### config.mk
export PLATFORM = sky130hd
export DESIGN_NAME = fdc_irq_reporter
export DESIGN_NICKNAME = d
export VERILOG_FILES = /design/src/rtl/fdc_irq_pkg.sv /design/src/rtl/fdc_irq_slot_bank.sv /design/src/rtl/fdc_irq_pick.sv /design/src/rtl/fdc_cmd_screen.sv /design/src/rtl/fdc_irq_reporter.sv
export SDC_FILE = /design/constraint.sdc
export NUM_CORES = 1
export LEC_CHECK = 0
export CORE_MARGIN = 3
export CORE_UTILIZATION = 54
export CTS_CLUSTER_DIAMETER = 80
export DETAILED_ROUTE_END_ITERATION = 8
export HOLD_SLACK_MARGIN = 0.05
export PLACE_DENSITY = 0.84
export RECOVER_POWER = 100
export SLEW_MARGIN = 20
export SYNTH_ARGS = -nofsm -noshare
export SYNTH_HDL_FRONTEND = slang
export SYNTH_SLANG_ARGS = --single-unit
### constraint.sdc
create_clock -name clk -period 2.3 [get_ports clk]
set_clock_uncertainty 0.1 [all_clocks]
set_input_delay 0.46 -clock clk [delete_from_list [all_inputs] [get_ports clk]]
set_output_delay 0.46 -clock clk [all_outputs]
set_load 0.005 [all_outputs]
### src/rtl/fdc_irq_pkg.sv
package fdc_irq_pkg;

    typedef enum logic [1:0] {
        EV_READY    = 2'd0,
        EV_SEEK_OK  = 2'd1,
        EV_SEEK_ERR = 2'd2
    } ev_kind_t;

    typedef enum logic [1:0] {
        ST_IDLE      = 2'd0,
        ST_SENSE_ST0 = 2'd1,
        ST_SENSE_PCN = 2'd2,
        ST_INVALID   = 2'd3
    } rep_state_t;

    localparam logic [4:0] OPC_SENSE = 5'h08;
    localparam logic [7:0] BYTE_INVALID = 8'h80;

    // cause bits 7:4 for each event kind; drive number is OR-ed into 1:0
    function automatic logic [7:0] cause_code(input ev_kind_t k);
        logic [7:0] c;
        unique case (k)
            EV_READY:    c = 8'hC0;
            EV_SEEK_OK:  c = 8'h20;
            EV_SEEK_ERR: c = 8'h70;
            default:     c = 8'h80;
        endcase
        return c;
    endfunction

    function automatic logic opc_defined(input logic [4:0] op);
        logic d;
        case (op)
            5'h02, 5'h03, 5'h04, 5'h05, 5'h06, 5'h07, 5'h08,
            5'h09, 5'h0A, 5'h0C, 5'h0D, 5'h0F,
            5'h11, 5'h19, 5'h1D: d = 1'b1;
            default:             d = 1'b0;
        endcase
        return d;
    endfunction

endpackage

### src/rtl/fdc_irq_slot_bank.sv
module fdc_irq_slot_bank
    import fdc_irq_pkg::*;
#(
    parameter int NUM_DRIVES = 4,
    parameter int CYL_W      = 8,
    localparam int DRV_W     = (NUM_DRIVES > 1) ? $clog2(NUM_DRIVES) : 1
) (
    input  logic                              clk,
    input  logic                              rst_n,
    input  logic                              seek_done,
    input  logic [DRV_W-1:0]                  seek_drive,
    input  logic                              seek_fail,
    input  logic [CYL_W-1:0]                  seek_cyl,
    input  logic                              ready_chg,
    input  logic [DRV_W-1:0]                  ready_drive,
    input  logic                              clr_en,
    input  logic [DRV_W-1:0]                  clr_drive,
    output logic [NUM_DRIVES-1:0]             pend,
    output ev_kind_t [NUM_DRIVES-1:0]         kind,
    output logic [NUM_DRIVES-1:0][CYL_W-1:0]  cyl,
    output logic                              seek_pend
);

    logic [NUM_DRIVES-1:0] seek_slot;

    for (genvar g = 0; g < NUM_DRIVES; g++) begin : g_slot
        logic hit_seek, hit_rdy, hit_clr;

        always_comb begin
            hit_seek = seek_done && (seek_drive == DRV_W'(g));
            hit_rdy  = ready_chg && (ready_drive == DRV_W'(g));
            hit_clr  = clr_en    && (clr_drive  == DRV_W'(g));
        end

        always_ff @(posedge clk) begin
            if (!rst_n) begin
                pend[g] <= 1'b0;
                kind[g] <= EV_READY;
                cyl[g]  <= '0;
            end else begin
                if (hit_seek) begin
                    pend[g] <= 1'b1;
                    kind[g] <= seek_fail ? EV_SEEK_ERR : EV_SEEK_OK;
                    cyl[g]  <= seek_cyl;
                end else if (hit_rdy) begin
                    pend[g] <= 1'b1;
                    kind[g] <= EV_READY;
                end else if (hit_clr) begin
                    pend[g] <= 1'b0;
                end
            end
        end

        assign seek_slot[g] = pend[g] && (kind[g] != EV_READY);
    end

    assign seek_pend = |seek_slot;

endmodule

### src/rtl/fdc_irq_pick.sv
module fdc_irq_pick #(
    parameter int NUM_DRIVES = 4,
    localparam int DRV_W     = (NUM_DRIVES > 1) ? $clog2(NUM_DRIVES) : 1
) (
    input  logic [NUM_DRIVES-1:0] pend,
    output logic                  any,
    output logic [DRV_W-1:0]      idx
);

    always_comb begin
        any = 1'b0;
        idx = '0;
        for (int i = NUM_DRIVES - 1; i >= 0; i--) begin
            if (pend[i]) begin
                any = 1'b1;
                idx = DRV_W'(i);
            end
        end
    end

endmodule

### src/rtl/fdc_cmd_screen.sv
module fdc_cmd_screen
    import fdc_irq_pkg::*;
(
    input  logic [4:0] opcode,
    input  logic       seek_pend,
    output logic       is_sense,
    output logic       reject
);

    always_comb begin
        is_sense = (opcode == OPC_SENSE);
        reject   = !opc_defined(opcode) || (seek_pend && !is_sense);
    end

endmodule

### src/rtl/fdc_irq_reporter.sv
module fdc_irq_reporter
    import fdc_irq_pkg::*;
#(
    parameter int NUM_DRIVES = 4,
    parameter int CYL_W      = 8,
    localparam int DRV_W     = (NUM_DRIVES > 1) ? $clog2(NUM_DRIVES) : 1
) (
    input  logic             clk,
    input  logic             rst_n,
    input  logic             seek_done,
    input  logic [DRV_W-1:0] seek_drive,
    input  logic             seek_fail,
    input  logic [CYL_W-1:0] seek_cyl,
    input  logic             ready_chg,
    input  logic [DRV_W-1:0] ready_drive,
    input  logic             result_enter,
    input  logic             result_ack,
    input  logic             ndma_req,
    input  logic             cmd_valid,
    input  logic [4:0]       cmd_opcode,
    output logic             cmd_ready,
    output logic             cmd_go,
    output logic             res_valid,
    output logic [7:0]       res_data,
    input  logic             res_pop,
    output logic             irq
);

    rep_state_t state, state_nx;

    logic [NUM_DRIVES-1:0]             pend;
    ev_kind_t [NUM_DRIVES-1:0]         kind;
    logic [NUM_DRIVES-1:0][CYL_W-1:0]  cyl;
    logic                              seek_pend;
    logic                              any_pend;
    logic [DRV_W-1:0]                  pick_idx;
    logic                              is_sense, reject;
    logic                              take, sense_take, serve, go_nx;
    logic                              res_flag;
    logic [7:0]                        st0_q, pcn_q;
    logic                              go_q;

    fdc_irq_slot_bank #(.NUM_DRIVES(NUM_DRIVES), .CYL_W(CYL_W)) u_bank (
        .clk        (clk),
        .rst_n      (rst_n),
        .seek_done  (seek_done),
        .seek_drive (seek_drive),
        .seek_fail  (seek_fail),
        .seek_cyl   (seek_cyl),
        .ready_chg  (ready_chg),
        .ready_drive(ready_drive),
        .clr_en     (serve),
        .clr_drive  (pick_idx),
        .pend       (pend),
        .kind       (kind),
        .cyl        (cyl),
        .seek_pend  (seek_pend)
    );

    fdc_irq_pick #(.NUM_DRIVES(NUM_DRIVES)) u_pick (
        .pend(pend),
        .any (any_pend),
        .idx (pick_idx)
    );

    fdc_cmd_screen u_screen (
        .opcode   (cmd_opcode),
        .seek_pend(seek_pend),
        .is_sense (is_sense),
        .reject   (reject)
    );

    always_comb begin
        take       = cmd_valid && (state == ST_IDLE);
        sense_take = take && is_sense;
        serve      = sense_take && any_pend;
        go_nx      = take && !is_sense && !reject;
    end

    // next state
    always_comb begin
        state_nx = state;
        unique case (state)
            ST_IDLE: begin
                if (take) begin
                    if (serve)
                        state_nx = ST_SENSE_ST0;
                    else if (is_sense || reject)
                        state_nx = ST_INVALID;
                end
            end
            ST_SENSE_ST0: if (res_pop) state_nx = ST_SENSE_PCN;
            ST_SENSE_PCN: if (res_pop) state_nx = ST_IDLE;
            ST_INVALID:   if (res_pop) state_nx = ST_IDLE;
            default:      state_nx = ST_IDLE;
        endcase
    end

    // state register and captured result
    always_ff @(posedge clk) begin
        if (!rst_n) begin
            state    <= ST_IDLE;
            st0_q    <= '0;
            pcn_q    <= '0;
            go_q     <= 1'b0;
            res_flag <= 1'b0;
        end else begin
            state <= state_nx;
            go_q  <= go_nx;
            if (serve) begin
                st0_q <= cause_code(kind[pick_idx]) | (8'(pick_idx) & 8'h03);
                pcn_q <= 8'(cyl[pick_idx]);
            end
            if (result_enter)
                res_flag <= 1'b1;
            else if (result_ack || sense_take)
                res_flag <= 1'b0;
        end
    end

    // outputs
    always_comb begin
        cmd_ready = (state == ST_IDLE);
        res_valid = (state != ST_IDLE);
        cmd_go    = go_q;
        irq       = (|pend) || res_flag || ndma_req;
        unique case (state)
            ST_SENSE_ST0: res_data = st0_q;
            ST_SENSE_PCN: res_data = pcn_q;
            ST_INVALID:   res_data = BYTE_INVALID;
            default:      res_data = 8'h00;
        endcase
    end

endmodule

==> run_results.csv <==
group,metric,value,unit
logic_synthesis,synth.most_common_cell,"nand2_1",
floorplanning,start_util,0.5783,
grt,grt_use_total,0.2576,
critical_path,path_class,"in2reg",
timing,rsz0062_at_grt,"no",
logic_synthesis,async_reset_ff_frac,0,
floorplanning,die_x,78.53,um
flow_run,maxCapViolations,0,
clock_network,worstSkewPairLatency,340,ps
logic_synthesis,synth_flop_cell,"dfxtp_1",
clock_network,cts.path.max_buffers,2,
clock_network,cts_setup_buffers,0,
route,wire_per_inst,15.56,um
place,post-dp-hpwl,5162,um
min_path,hold_path_class,"reg2reg",
logic_synthesis,synth_nets,391,
clock_network,clkTransAtPathRegs,70,ps
logic_synthesis,yosysSeqAreaShare,0.4370,
clock_network,htreeDepth,3,
timing,hold_viol,0,
critical_path,r2r-end,"pcn_q[0]",
logic_synthesis,yosys_warnings,0,
timing,setup_slack,87.42,ps
cells_and_area,multi_input_area,1440,um2
critical_path,timing.rr.start,"state[1]",
timing,setup_viol,0,
grt,antenna_found_initial,0,
cells_and_area,fin_area,3617,um2
critical_path,arrival,2390,ps
cells_and_area,drive_above_1_share,0.1220,
floorplanning,die_h,78.53,um
power_and_ir_drop,sw_frac_of_total,0.2517,
floorplanning,dieArea,6166,um2
cells_and_area,area_growth,27.36,%
route,drtIter0Drc,220,
power_and_ir_drop,switching_power,671.3,uW
critical_path,start_kind,"primary input",
status,status,"complete, no violations",
logic_synthesis,syn_avg_cell_area,7.824,um2
power_and_ir_drop,power_frac_seq,0.426,
clock_network,clock-root-buffer,"clkbuf_8",
min_path,hold_depth,2,
critical_path,setup.worst_path.start,"cmd_opcode[1]",
grt,grt_start_max_net_pins,33,
route,viasPerCell,5.810,
logic_synthesis,yosys.cell_types.count,50,
timing,period_needed,2213,ps
power_and_ir_drop,leakagePower,1.305,nW
cells_and_area,nets,441,
power_and_ir_drop,max-vdd-ir-drop,0.6394,mV
place,io_buffers,38,
power_and_ir_drop,p_comb_frac,0.136,
grt,grt_pass1_wl,12290,um
clock_network,cts_tree,"yes",
timing,slew_viol_final,0,
timing,tightest_slew,669.8,ps
logic_synthesis,syn_inst,363,
clock_network,clock-sinks,62,
cells_and_area,regArea,1249,um2
route,drtAntennaViolNets,0,
critical_path,end_kind,"flip-flop",
timing,max_slew_margin,0.5493,
cells_and_area,num_antenna_cells,0,
critical_path,r2r_slack,280,ps
logic_synthesis,netlist.area_leader.share,0.4370,
floorplanning,ios,39,
logic_synthesis,synth_top_area_cell,"dfxtp_1",
grt,grt_pass1_vias,2635,
timing,timing.fmax,452.0,MHz
min_path,min_from,"u_bank.cyl[19]",
logic_synthesis,synthTopCellsByArea,"dfxtp_1 (44%), nand2_1 (11%), a21oi_1 (10%)",
critical_path,worstPathRequired,2470,ps
place,dp_slack,-56.64,ps
min_path,min_to,"u_bank.cyl[19]",
critical_path,cp_max_fo,17,
route,first_pass_iters,5,
floorplanning,rows,25,
critical_path,ff2ff_path_depth,6,
grt,grt_overflow,0,
power_and_ir_drop,p_clk_frac,0.438,
logic_synthesis,syn_area,2840,um2
timing,period_share,0.9620,
route,wl,7545,um
logic_synthesis,netlist_top_cells_count,"nand2_1 (83), dfxtp_1 (62), a21oi_1 (58), nor2_1 (28), clkbuf_1 (18)",
route,vias,2818,
logic_synthesis,synth_edf_count,0,
floorplanning,coreArea,4911,um2
logic_synthesis,ys_seq_elements,62,
route,route.detailed.drc,0,
place,placed_cell_area,3395,um2
timing,whs,357.2,ps
clock_network,numCtsBuffers,9,
place,gp_congestion,0.7922,
power_and_ir_drop,intPower,1.995,mW
cells_and_area,fillers,391,
power_and_ir_drop,power_density,737.2,nW/um2
[power by group through the flow]
stage | combinational, mW | sequential (mW) | clock, mW
3_5_place_dp | 0.361 | 1.16 | 0
2_1_floorplan | 0.201 | 1.15 | 0
6_report | 0.363 | 1.14 | 1.17
4_1_cts | 0.368 | 1.13 | 1.18
5_1_grt | 0.399 | 1.14 | 1.22
3_3_place_gp | 0.351 | 1.15 | 0
[metal layers]
layer / track usage / vias to the layer above / routed length [um]
met5: 0 / - / 0
met4: 0.08566 / 0 / 115
met3: 0.07454 / 12 / 626
met2: 0.4423 / 129 / 3671
met1: 0.3068 / 1296 / 3131
li1: - / 1381 / -
[stage by stage]
stage	utilization	cells	setup TNS (ps)	total power, mW
2_1_floorplan	-	363	0	1.350
3_3_place_gp	0.6912	469	0	1.505
3_5_place_dp	0.6912	469	-164.0	1.517
4_1_cts	0.7450	485	0	2.683
5_1_grt	0.7366	485	0	2.762
6_report	0.7366	485	0	2.667
[worst max-delay path: stages]
cell and delay (ps):
clkdlybuf4s50_1 430, or4_1 590, nor4_1 410, buf_12 210
nand3_1 100, o22ai_1 170
[sequential cells by signal, indices dropped and copies added (netlist names)]
register / count
cmd_go: 1
pcn_q: 8
res_flag: 1
st0_q: 6
state: 2
u_bank.cyl: 32
u_bank.kind: 8
u_bank.pend: 4
[how the worst max path moves through the flow]
stage / cells past startpoint / slack (ps) / to
3_5_place_dp: 5 / -60 / state[1]
2_1_floorplan: 9 / 290 / st0_q[5]
6_report: 6 / 90 / pcn_q[0]
5_1_grt: 6 / 10 / pcn_q[0]
4_1_cts: 4 / 0.06 / res_data[1]
3_3_place_gp: 6 / 9 / st0_q[6]
[layout make-up]
class,instances,share of cell area
clock buffer,9,0.03424
clock inverter,7,0.03390
inverter,11,0.01141
multi-input combinational,267,0.3981
sequential,62,0.3452
tap,67,0.02318
timing repair buffer,62,0.1539
[logic make-up (layout without fill, tap and decap cells)]
kind of cell	after synthesis	after routing	share of synthesized area
compound gates	112	112	0.2423
simple gates	153	153	0.2625
buf+inv	34	89	0.05066
xor+xnor	1	1	0.003084
fa+ha+maj	1	1	0.004405
flops	62	62	0.4370
[repair_timing]
action,CTS,global route
setup endpoints to repair,8,6
hold buffers,0,0
pin swaps,0,3
resized for setup,8,4
[placed cells by master, fill, tap and decap left out, types with 3 or more instances in the layout]
| cell | Yosys | routed |
|---|---|---|
| nand2_1 | 83 | 83 |
| dfxtp_1 | 62 | 60 |
| a21oi_1 | 58 | 58 |
| clkdlybuf4s50_1 | 0 | 34 |
| nor2_1 | 28 | 27 |
| buf_4 | 0 | 19 |
| o21ai_0 | 10 | 10 |
| inv_1 | 10 | 9 |
| clkbuf_8 | 0 | 9 |
| a221oi_1 | 8 | 8 |
| nand3b_1 | 8 | 8 |
| a22oi_1 | 7 | 7 |
| a22o_1 | 5 | 5 |
| a31oi_1 | 5 | 5 |
| nor3_1 | 4 | 4 |
| o22ai_1 | 4 | 4 |
| nor3b_1 | 2 | 3 |
| or3_1 | 3 | 3 |
| nand3_1 | 3 | 3 |
| bufinv_16 | 0 | 3 |
| dlygate4sd3_1 | 0 | 3 |
| clkbuf_1 | 18 | 3 |
(Power assumes the default switching activity.)
